**src/rtl/ir_tx_pkg.sv**
```systemverilog
// Shared types and helpers for the infrared run-length transmitter.
// Assumes the queue depth is at least the highest low level (25).
package ir_tx_pkg;

    // One queued code: gap flag over a 7-bit length field.
    typedef struct packed {
        logic       space;
        logic [6:0] len;
    } rle_code_t;

    // Map the 2-bit threshold code onto its low-data level.
    function automatic int unsigned low_level(input logic [1:0] code);
        case (code)
            2'd0:    return 1;
            2'd1:    return 7;
            2'd2:    return 17;
            default: return 25;
        endcase
    endfunction

endpackage

```
**src/rtl/ir_tx_fifo.sv**
```systemverilog
// Byte queue for run-length codes with an occupancy count and a clear.
// Assumes DEPTH is a power of two, so the pointers wrap naturally.
// Clear beats a write in the same cycle; a write into a full queue is lost.
module ir_tx_fifo #(
    parameter int DEPTH = 32,
    parameter int AW    = $clog2(DEPTH),
    parameter int CW    = $clog2(DEPTH + 1)
) (
    input  logic          clk,
    input  logic          rst_n,
    input  logic          push,
    input  logic [7:0]    din,
    input  logic          pop,
    input  logic          clr,
    output logic [7:0]    dout,
    output logic [CW-1:0] count,
    output logic          empty
);
    logic [7:0]    mem [DEPTH];
    logic [AW-1:0] wr_ptr, rd_ptr;
    logic          do_push, do_pop;

    assign empty   = (count == '0);
    assign do_push = push && !clr && (count < CW'(DEPTH));
    assign do_pop  = pop && !empty;
    assign dout    = mem[rd_ptr];

    // Storage write.
    always_ff @(posedge clk) begin
        if (do_push) mem[wr_ptr] <= din;
    end

    // Pointer and occupancy tracking.
    always_ff @(posedge clk) begin
        if (!rst_n || clr) begin
            wr_ptr <= '0;
            rd_ptr <= '0;
            count  <= '0;
        end else begin
            if (do_push) wr_ptr <= wr_ptr + AW'(1);
            if (do_pop)  rd_ptr <= rd_ptr + AW'(1);
            case ({do_push, do_pop})
                2'b10:   count <= count + CW'(1);
                2'b01:   count <= count - CW'(1);
                default: count <= count;
            endcase
        end
    end

    assert_no_overflow_R1: assert property (@(posedge clk) disable iff (!rst_n)
        count <= CW'(DEPTH));
    assert_push_counts_R1: assert property (@(posedge clk) disable iff (!rst_n)
        (push && !clr && !pop && count < CW'(DEPTH)) |=> (count == $past(count) + CW'(1)));
    assert_full_drops_R1: assert property (@(posedge clk) disable iff (!rst_n)
        (push && !pop && !clr && count == CW'(DEPTH)) |=> (count == CW'(DEPTH)));
    assert_clear_empties_R7: assert property (@(posedge clk) disable iff (!rst_n)
        clr |=> (count == '0));
endmodule

```
**src/rtl/ir_carrier_gen.sv**
```systemverilog
// Carrier source: counts clocks modulo the programmed period while running
// and is high for the first (period*(pw+1))/8 clocks of each period.
// Phase is held at zero while not running.
module ir_carrier_gen #(
    parameter int CPW = 8
) (
    input  logic           clk,
    input  logic           rst_n,
    input  logic           run,
    input  logic [CPW-1:0] period,
    input  logic [2:0]     pw,
    output logic           hi
);
    logic [CPW-1:0] cnt;
    logic [CPW+3:0] prod;
    logic [CPW:0]   on_cnt;

    assign prod   = {4'b0, period} * {{CPW{1'b0}}, ({1'b0, pw} + 4'd1)};
    assign on_cnt = prod[CPW+3:3];
    assign hi     = run && ({1'b0, cnt} < on_cnt);

    // Phase counter, free-running modulo the period during a transmission.
    always_ff @(posedge clk) begin
        if (!rst_n || !run)              cnt <= '0;
        else if (cnt >= period - CPW'(1)) cnt <= '0;
        else                              cnt <= cnt + CPW'(1);
    end

    assert_phase_in_range_R4: assert property (@(posedge clk) disable iff (!rst_n)
        (run && period != '0) |-> (cnt < period));
    assert_phase_restart_R4: assert property (@(posedge clk) disable iff (!rst_n)
        !run |=> (cnt == '0));
endmodule

```
**src/rtl/ir_run_engine.sv**
```systemverilog
// Run sequencer: takes the queue head when idle or when the current run ends
// on its last bit-period clock, so runs follow each other without a gap.
// Assumes BIT_CLKS >= 1; the queue head is valid whenever empty is low.
module ir_run_engine #(
    parameter int BIT_CLKS = 16,
    parameter int BCW      = $clog2(BIT_CLKS + 1)
) (
    input  logic       clk,
    input  logic       rst_n,
    input  logic       tx_enable,
    input  logic       rle_en,
    input  logic       fifo_empty,
    input  logic [7:0] head,
    output logic       pop,
    output logic       active,
    output logic       is_space
);
    import ir_tx_pkg::*;

    rle_code_t      code;
    logic [6:0]     left;
    logic [BCW-1:0] bit_cnt;
    logic           period_end, finishing;

    assign code       = rle_code_t'(head);
    assign period_end = (bit_cnt == BCW'(BIT_CLKS - 1));
    assign finishing  = active && period_end && (left == '0);
    assign pop        = tx_enable && !fifo_empty && (!active || finishing);

    // Load, count down and retire runs.
    always_ff @(posedge clk) begin
        if (!rst_n) begin
            active   <= 1'b0;
            is_space <= 1'b0;
            left     <= '0;
            bit_cnt  <= '0;
        end else if (pop) begin
            active   <= 1'b1;
            is_space <= code.space;
            left     <= rle_en ? code.len : 7'd0;
            bit_cnt  <= '0;
        end else if (finishing) begin
            active   <= 1'b0;
            bit_cnt  <= '0;
        end else if (active) begin
            if (period_end) begin
                bit_cnt <= '0;
                left    <= left - 7'd1;
            end else begin
                bit_cnt <= bit_cnt + BCW'(1);
            end
        end
    end

    assert_level_holds_R2: assert property (@(posedge clk) disable iff (!rst_n)
        (active && !pop) |=> $stable(is_space));
    assert_no_start_disabled_R10: assert property (@(posedge clk) disable iff (!rst_n)
        (!active && !tx_enable) |=> !active);
    assert_gapless_R8: assert property (@(posedge clk) disable iff (!rst_n)
        (finishing && tx_enable && !fifo_empty) |=> active);
endmodule

```
**src/rtl/ir_rle_tx.sv**
```systemverilog
// Top level of the infrared run-length transmitter: queue, run sequencer,
// carrier source and a level-sensitive refill interrupt.
// Assumes DEPTH >= 25 so every low level is reachable.
module ir_rle_tx #(
    parameter int DEPTH    = 32,
    parameter int BIT_CLKS = 16,
    parameter int CPW      = 8,
    parameter int CW       = $clog2(DEPTH + 1)
) (
    input  logic          clk,
    input  logic          rst_n,
    input  logic          wr_en,
    input  logic [7:0]    wr_data,
    input  logic          fifo_clr,
    input  logic          tx_enable,
    input  logic          rle_en,
    input  logic [1:0]    thr_sel,
    input  logic          irq_en,
    input  logic          glb_irq_en,
    input  logic [CPW-1:0] car_period,
    input  logic [2:0]    pw_code,
    output logic          ir_out,
    output logic          busy,
    output logic [CW-1:0] fifo_count,
    output logic          irq
);
    localparam int AW = $clog2(DEPTH);

    logic [7:0]    head;
    logic          empty, pop, active, is_space, car_hi;
    logic [CW-1:0] level;

    ir_tx_fifo #(.DEPTH(DEPTH), .AW(AW), .CW(CW)) u_fifo (
        .clk(clk), .rst_n(rst_n), .push(wr_en), .din(wr_data), .pop(pop),
        .clr(fifo_clr), .dout(head), .count(fifo_count), .empty(empty)
    );

    ir_run_engine #(.BIT_CLKS(BIT_CLKS)) u_engine (
        .clk(clk), .rst_n(rst_n), .tx_enable(tx_enable), .rle_en(rle_en),
        .fifo_empty(empty), .head(head), .pop(pop), .active(active),
        .is_space(is_space)
    );

    ir_carrier_gen #(.CPW(CPW)) u_carrier (
        .clk(clk), .rst_n(rst_n), .run(active), .period(car_period),
        .pw(pw_code), .hi(car_hi)
    );

    // Output gating and interrupt level.
    assign level  = CW'(ir_tx_pkg::low_level(thr_sel));
    assign busy   = active;
    assign ir_out = active && !is_space && car_hi;
    assign irq    = irq_en && glb_irq_en && tx_enable && (fifo_count <= level);

    assert_irq_gated_R6: assert property (@(posedge clk) disable iff (!rst_n)
        irq |-> (irq_en && glb_irq_en));
    assert_idle_quiet_R8: assert property (@(posedge clk) disable iff (!rst_n)
        !busy |-> !ir_out);
    assert_irq_level_R5: assert property (@(posedge clk) disable iff (!rst_n)
        (irq_en && glb_irq_en && tx_enable && fifo_count > CW'(25)) |-> !irq);
endmodule

```
**config.mk**
```make
export PLATFORM = sky130hd
export DESIGN_NAME = ir_rle_tx
export DESIGN_NICKNAME = d
export VERILOG_FILES = /design/src/rtl/ir_tx_pkg.sv /design/src/rtl/ir_tx_fifo.sv /design/src/rtl/ir_carrier_gen.sv /design/src/rtl/ir_run_engine.sv /design/src/rtl/ir_rle_tx.sv
export SDC_FILE = /design/constraint.sdc
export NUM_CORES = 1
export LEC_CHECK = 0
export CAP_MARGIN = 20
export CORE_MARGIN = 8
export CORE_UTILIZATION = 35
export DETAILED_ROUTE_END_ITERATION = 7
export DONT_BUFFER_PORTS = 1
export GPL_TIMING_DRIVEN = 0
export SYNTH_ARGS = -nofsm -noshare
export SYNTH_HDL_FRONTEND = slang
export SYNTH_HIERARCHICAL = 1
export SYNTH_SLANG_ARGS = --single-unit
```
**constraint.sdc**
```tcl
create_clock -name clk -period 4.1 [get_ports clk]
set_input_delay 0.41 -clock clk [delete_from_list [all_inputs] [get_ports clk]]
set_output_delay 0.41 -clock clk [all_outputs]
set_load 0.01 [all_outputs]
```
; Word level (Yosys, flattened, before mapping)
; Memory sizes are Yosys's and may differ from the RTL's. A register that Yosys moved wholly into a read port is not among the register bits.
; Index checks and enable logic that the tools add are counted.
[totals]
input_bits = 29
word_cells = 75
ff_bits = 38
n_memories = 1
out_inout_bits = 9
mem_bits_rw = 256
[classes]
magnitude_cmp = 4
multipliers = 1
bitwise_logic = 1
n_reduce_logical = 31
n_mux = 14
eq_ne = 6
add_sub_neg = 9
[mem_list]
columns = name, words, word_bits, rd, rd_clocked_by_memory_dff, write_ports, line
row1 = u_fifo.mem, 32, 8, 1, 1, 1, ir_tx_fifo.sv:19  ; logic [7:0] mem [DEPTH];
[op_table]
columns = cell, count
row1 = $mux W7, 5
row2 = $add A5 B1 Y5 const B, 3
row3 = $mux W5, 3
row4 = $pmux W5 S3, 1
row5 = $logic_and A1 B1 Y1, 13
row6 = $mul A8 B4 Y12, 1
row7 = $pmux W6 S2, 1
row8 = $lt A8 B9 Y1, 1
row9 = $add A8 B1 Y8 const B, 1
row10 = $ge A8 B8 Y1, 1
row11 = $reduce_bool A2 Y1, 4
row12 = $sub A8 B1 Y8 const B, 1
row13 = $logic_not A7 Y1, 1
row14 = $sub A7 B1 Y7 const B, 1
row15 = $add A6 B1 Y6 const B, 1
row16 = $le A6 B6 Y1, 1
row17 = $logic_not A6 Y1, 1
row18 = $lt A6 B6 Y1 const B, 1
row19 = $sub A6 B1 Y6 const B, 1
row20 = $eq A5 B4 Y1 const B, 1
row21 = $logic_not A1 Y1, 5
row22 = $add A3 B1 Y4 const B, 1
row23 = $eq A2 B1 Y1 const B, 2
row24 = $eq A2 B2 Y1 const B, 2
row25 = 8 further kinds, 13

; Depth between registers and ports, before layout
[logic_depth]
word_depth = 8
mapped_depth = 21
ltp_nobuf = 21

; Modules after synthesis
; The synthesis kept the hierarchy.
[modules_own_cells]
columns = module, n_inst, area_per_inst_um2, seq_area_each_um2, cells_each
row1 = ir_tx_fifo, 1, 11001.8, 8107.8, 553
row2 = ir_carrier_gen, 1, 1687.9, 160.2, 198
row3 = ir_run_engine, 1, 897.1, 280.3, 107
row4 = ir_rle_tx, 1, 120.1, 0.0, 15

; Worst setup path after synthesis
; No wires, ideal clock.
[synth_path]
kind = in2out
from = input port pw_code[0]
to = output port ir_out
n_path_buf = 0
t_arrival_ps = 4163
path_slack_ps = -473
cell_stages = 20
t_required_ps = 3690
path_cell_list = ha_1 > xor2_1 > and2_1 > fa_1 > inv_1 > fa_1 > inv_1 > ha_1 > a21oi_1 > o21ai_2 > a211oi_2 > o21ai_1 > xnor2_1 > ha_1 > a21o_1 > a21oi_1 > nand3_1 > o2bb2ai_1 > nand2_1 > nor2_1
[synth_via]
elab_chain_len = 5
[synth_lines]
columns = element, line
row1 = from (decl), ir_rle_tx.sv:21  ; input logic [2:0] pw_code,
row2 = $add A3 B1 Y4, ir_carrier_gen.sv:18  ; assign prod = {4'b0, period} * {{CPW{1'b0}}, ({1'b0, pw} + 4'd1)};
row3 = $mul A8 B4 Y12, ir_carrier_gen.sv:18
row4 = $lt A8 B9 Y1, ir_carrier_gen.sv:20  ; assign hi = run && ({1'b0, cnt} < on_cnt);
row5 = $logic_and A1 B1 Y1, ir_carrier_gen.sv:20
row6 = net car_hi, ir_rle_tx.sv:30  ; logic empty, pop, active, is_space, car_hi;
row7 = $logic_and A1 B1 Y1, ir_rle_tx.sv:52  ; assign ir_out = active && !is_space && car_hi;
row8 = to (decl), ir_rle_tx.sv:22  ; output logic ir_out,
; The timed path passes the listed nets, and every way through them passes these cells.

; Worst setup path after layout
; Same ends and word-level chain as after synthesis.

==> flow_summary.yaml <==
critical_path:
  worst_setup_path_end_kind: "output port"
  timing.critical_path.from_type: "input pin"
  worstReg2RegEnd: "u_fifo/count[2]"
  setup.worst_path.end: "ir_out"
  internal_reg_to_reg_setup_slack_ps: 380
  crit-reg2reg-launch: "u_fifo/count[3]"
  critPathRequiredTime_ps: 3690
  worst-r2r-cell-count: 16
  worst-setup-path-type: "input pin to output port"
  worstPathArrival_ps: 4130
  critPathMaxFanout: 10
  worst_setup_path_startpoint: "pw_code[0]"
power_and_ir_drop:
  seq_power_share_pct: 51.5
  combinational_group_share_of_total_power_pct: 6.8
  clock_power_share_pct: 41.7
  power.net_switching_w: 0.00136
  power_density_of_the_placed_cells_mw_per_mm2: 409
  p_leak_nw: 5.24
  vdd_drop_max_mv: 0.292
  power_switching_share_pct: 21.2
  internal_power_w: 0.00507
placed_design:
  routabilityCongestion: 0.848
  detailed_place_hpwl_um: 19300
  inst_count_dp: 1391
  dpl-instance-area_mm2: 0.0144
  io_buffer_count: 0
timing:
  finalWorstSetupSlack_ps: -440
  post-route-period-util_pct: 111
  timing.final.hold_violations: 0
  finalSetupViolCount: 1
  fmax_ghz: 0.220
  fin_worst_skew_ps: 12.5
  setup_repair_after_global_routing_missed_its_margin: "true"
  max-slew-margin-rel_pct: 41.7
  period_needed_ps: 4540
  worst_slew_pin_slew_ps: 872
  finalMaxSlewViolations: 0
floorplan:
  placeableCoreArea_mm2: 0.0386
  floorplan.die_area_mm2: 0.0458
  die_w_um: 214
  boundaryPins: 38
  initial_core_util_pct: 35.5
  fp-row-count: 72
  die_h_um: 214
finish:
  final-seq-area_mm2: 0.00855
  fillerInstances: 3463
  layout.cells.most_common: "edfxtp_1"
  area_growth_syn_to_layout_pct: 14.8
  finish.cell_count_without_fillers: 1466
  num-nets-final: 1011
  layout_common_cells: "256 x edfxtp_1, 69 x nor2_1, 44 x mux4_2, 43 x dfxtp_1, 42 x ha_1"
  core_occupancy_in_the_finished_layout_pct: 40.7
  postLayoutCellArea_mm2: 0.0157
  post_route_cells_drive_above_1_share_pct: 19.2
  multiInputGateArea_mm2: 0.00492
  antenna-diode-count: 0
global_routing:
  first_pass_grt_wire_length_um: 45000
  grt_util_all_layers_pct: 12.6
  grt_remaining_overflow: 0
  maximum_number_of_pins_on_one_net_before_global_route_repair: 33
  grt_antenna_before_repair: 0
  grt_pass1_vias: 7569
routing:
  post_drt_wl_per_cell_um: 20.0
  dr_total_vias: 7676
  route.detailed.vias_per_inst: 5.24
  drtIter0Drc: 572
  drt_pass1_iterations: 5
  drt_wl_total_um: 29300
  ant_nets: 0
  drcViolationCount: 0
run_status:
  failed_checks: "negative setup slack"
  outcome: "finished with violations"
logic_synthesis:
  synthesis.nets: 961
  postSynthAreaPerCell_um2: 15.7
  async_flop_share_pct: 0
  synth_area_mm2: 0.0137
  synth_enable_flop_cells: 256
  syn_inst: 873
  synth_sequential_area_ratio_pct: 62.4
  yosysUniqueCellTypes: 85
  synth_flop_cell: "edfxtp_1"
  synth.yosys.warnings: 6
  synth-seq-cells: 299
clock_tree:
  clock-sinks: 299
  cts-root-to-sink-buffers: 3
  ctsRootBufferMaster: "clkbuf_16"
  h-tree-depth: 1
  cts.reportedPaths.clkPinSlew_ps: 60
  clk_latency_ps: 550
  cts_tree: "yes"
  number_of_buffers_created_by_cts: 31
min_path:
  hold_depth: 2
  worstHoldStart: "rst_n"
  hold_class: "input pin to register"
run:
  max_cap_violations: 0
==> layer usage <==
| metal | track usage, % | wire, um |
|---|---|---|
| met5 | 0 | 0 |
| met4 | 3.14 | 563 |
| met3 | 2.15 | 1550 |
| met2 | 19.7 | 13500 |
| met1 | 18.2 | 13700 |
==> synth_stat cells (all sizes together) (13+ instances only) <==
master / instances / area, um2
ha: 47 / 588
nor2: 70 / 263
nand2: 33 / 124
buf: 23 / 208
o21ai: 20 / 115
clkbuf: 14 / 56.3
and3: 13 / 83.8
mux4: 64 / 1520
inv: 31 / 116
edfxtp: 256 / 7690
xor2: 21 / 184
a21oi: 22 / 114
o22ai: 32 / 200
and2: 18 / 115
dfxtp: 43 / 861
==> how the worst min path moves through the flow <==
| stage | end | slack, ps |
|---|---|---|
| finish | u_engine/left[3] | 30 |
| global route | u_engine/left[5] | 20 |
| CTS | u_engine/left[3] | 20 |
| detailed placement | u_engine/bit_cnt[4] | 460 |
| global placement | u_engine/bit_cnt[4] | 450 |
| floorplan | u_engine/bit_cnt[4] | 430 |
==> what timing repair did <==
action                                  4_1_cts  5_1_grt
gates resized for setup                       4        9
hold buffers                                  8        0
setup buffers                                 2        7
pin swaps                                     6       22
endpoints found under the hold margin       256        0
endpoints found under the setup margin        1        1
==> power groups by stage <==
stage	combinational (W)	clock [W]	sequential, W
finish	0.000436	0.00268	0.00331
global route	0.000485	0.00288	0.00331
CTS	0.000403	0.00275	0.00331
detailed placement	0.000335	0	0.00338
global placement	0.000334	0	0.00338
floorplan	0.000262	0	0.00337
==> sequential cells by signal, summed over array words and instances (netlist names), named ones only <==
name / cells
u_fifo/mem: 256
u_carrier/cnt: 8
u_engine/left: 7
u_fifo/count: 6
u_engine/bit_cnt: 5
u_fifo/rd_ptr: 5
u_fifo/wr_ptr: 5
u_engine/active: 1
u_engine/is_space: 1
==> cells by family after synthesis <==
logic type / synth area share, %
buf+inv: 2.80
fa+ha+maj: 6.04
compound gates: 6.08
flops: 62.4
xor+xnor: 2.04
mux: 11.4
simple gates: 9.23
==> stage by stage <==
| stage | power (W) | TNS [ps] | hold slack, ps | setup WS [ps] |
|---|---|---|---|---|
| after CTS | 0.00646 | -432 | 17.1 | -432 |
| after floorplan | 0.00364 | -163 | 432 | -163 |
| after global placement | 0.00371 | -527 | 447 | -527 |
| after detailed placement | 0.00371 | -540 | 465 | -540 |
| after global routing | 0.00667 | -672 | 20.2 | -672 |
| final | 0.00643 | -440 | 28.3 | -440 |
==> critical path, stage by stage <==
cell and delay, ps:
ha_4 160, xor2_4 200, buf_12 140, and2_4 130
fa_1 480, inv_1 50, fa_1 510, inv_2 50
ha_4 220, o21a_1 170, o211ai_1 210, o21ai_1 120
xnor2_1 190, ha_1 270, a21o_1 200, a21oi_2 120
nand3_1 100, o2bb2ai_2 180, nand2_2 80, nor2_4 160
==> final cells by class <==
type,count,area share [%]
Clock buffer,41,5.36
Sequential cell,299,54.3
Multi-Input combinational cell,505,31.3
Inverter,32,0.764
Clock inverter,17,0.907
Tap cell,518,4.12
Timing Repair Buffer,17,1.53
Buffer,37,1.70
(Power assumes the default switching activity.)
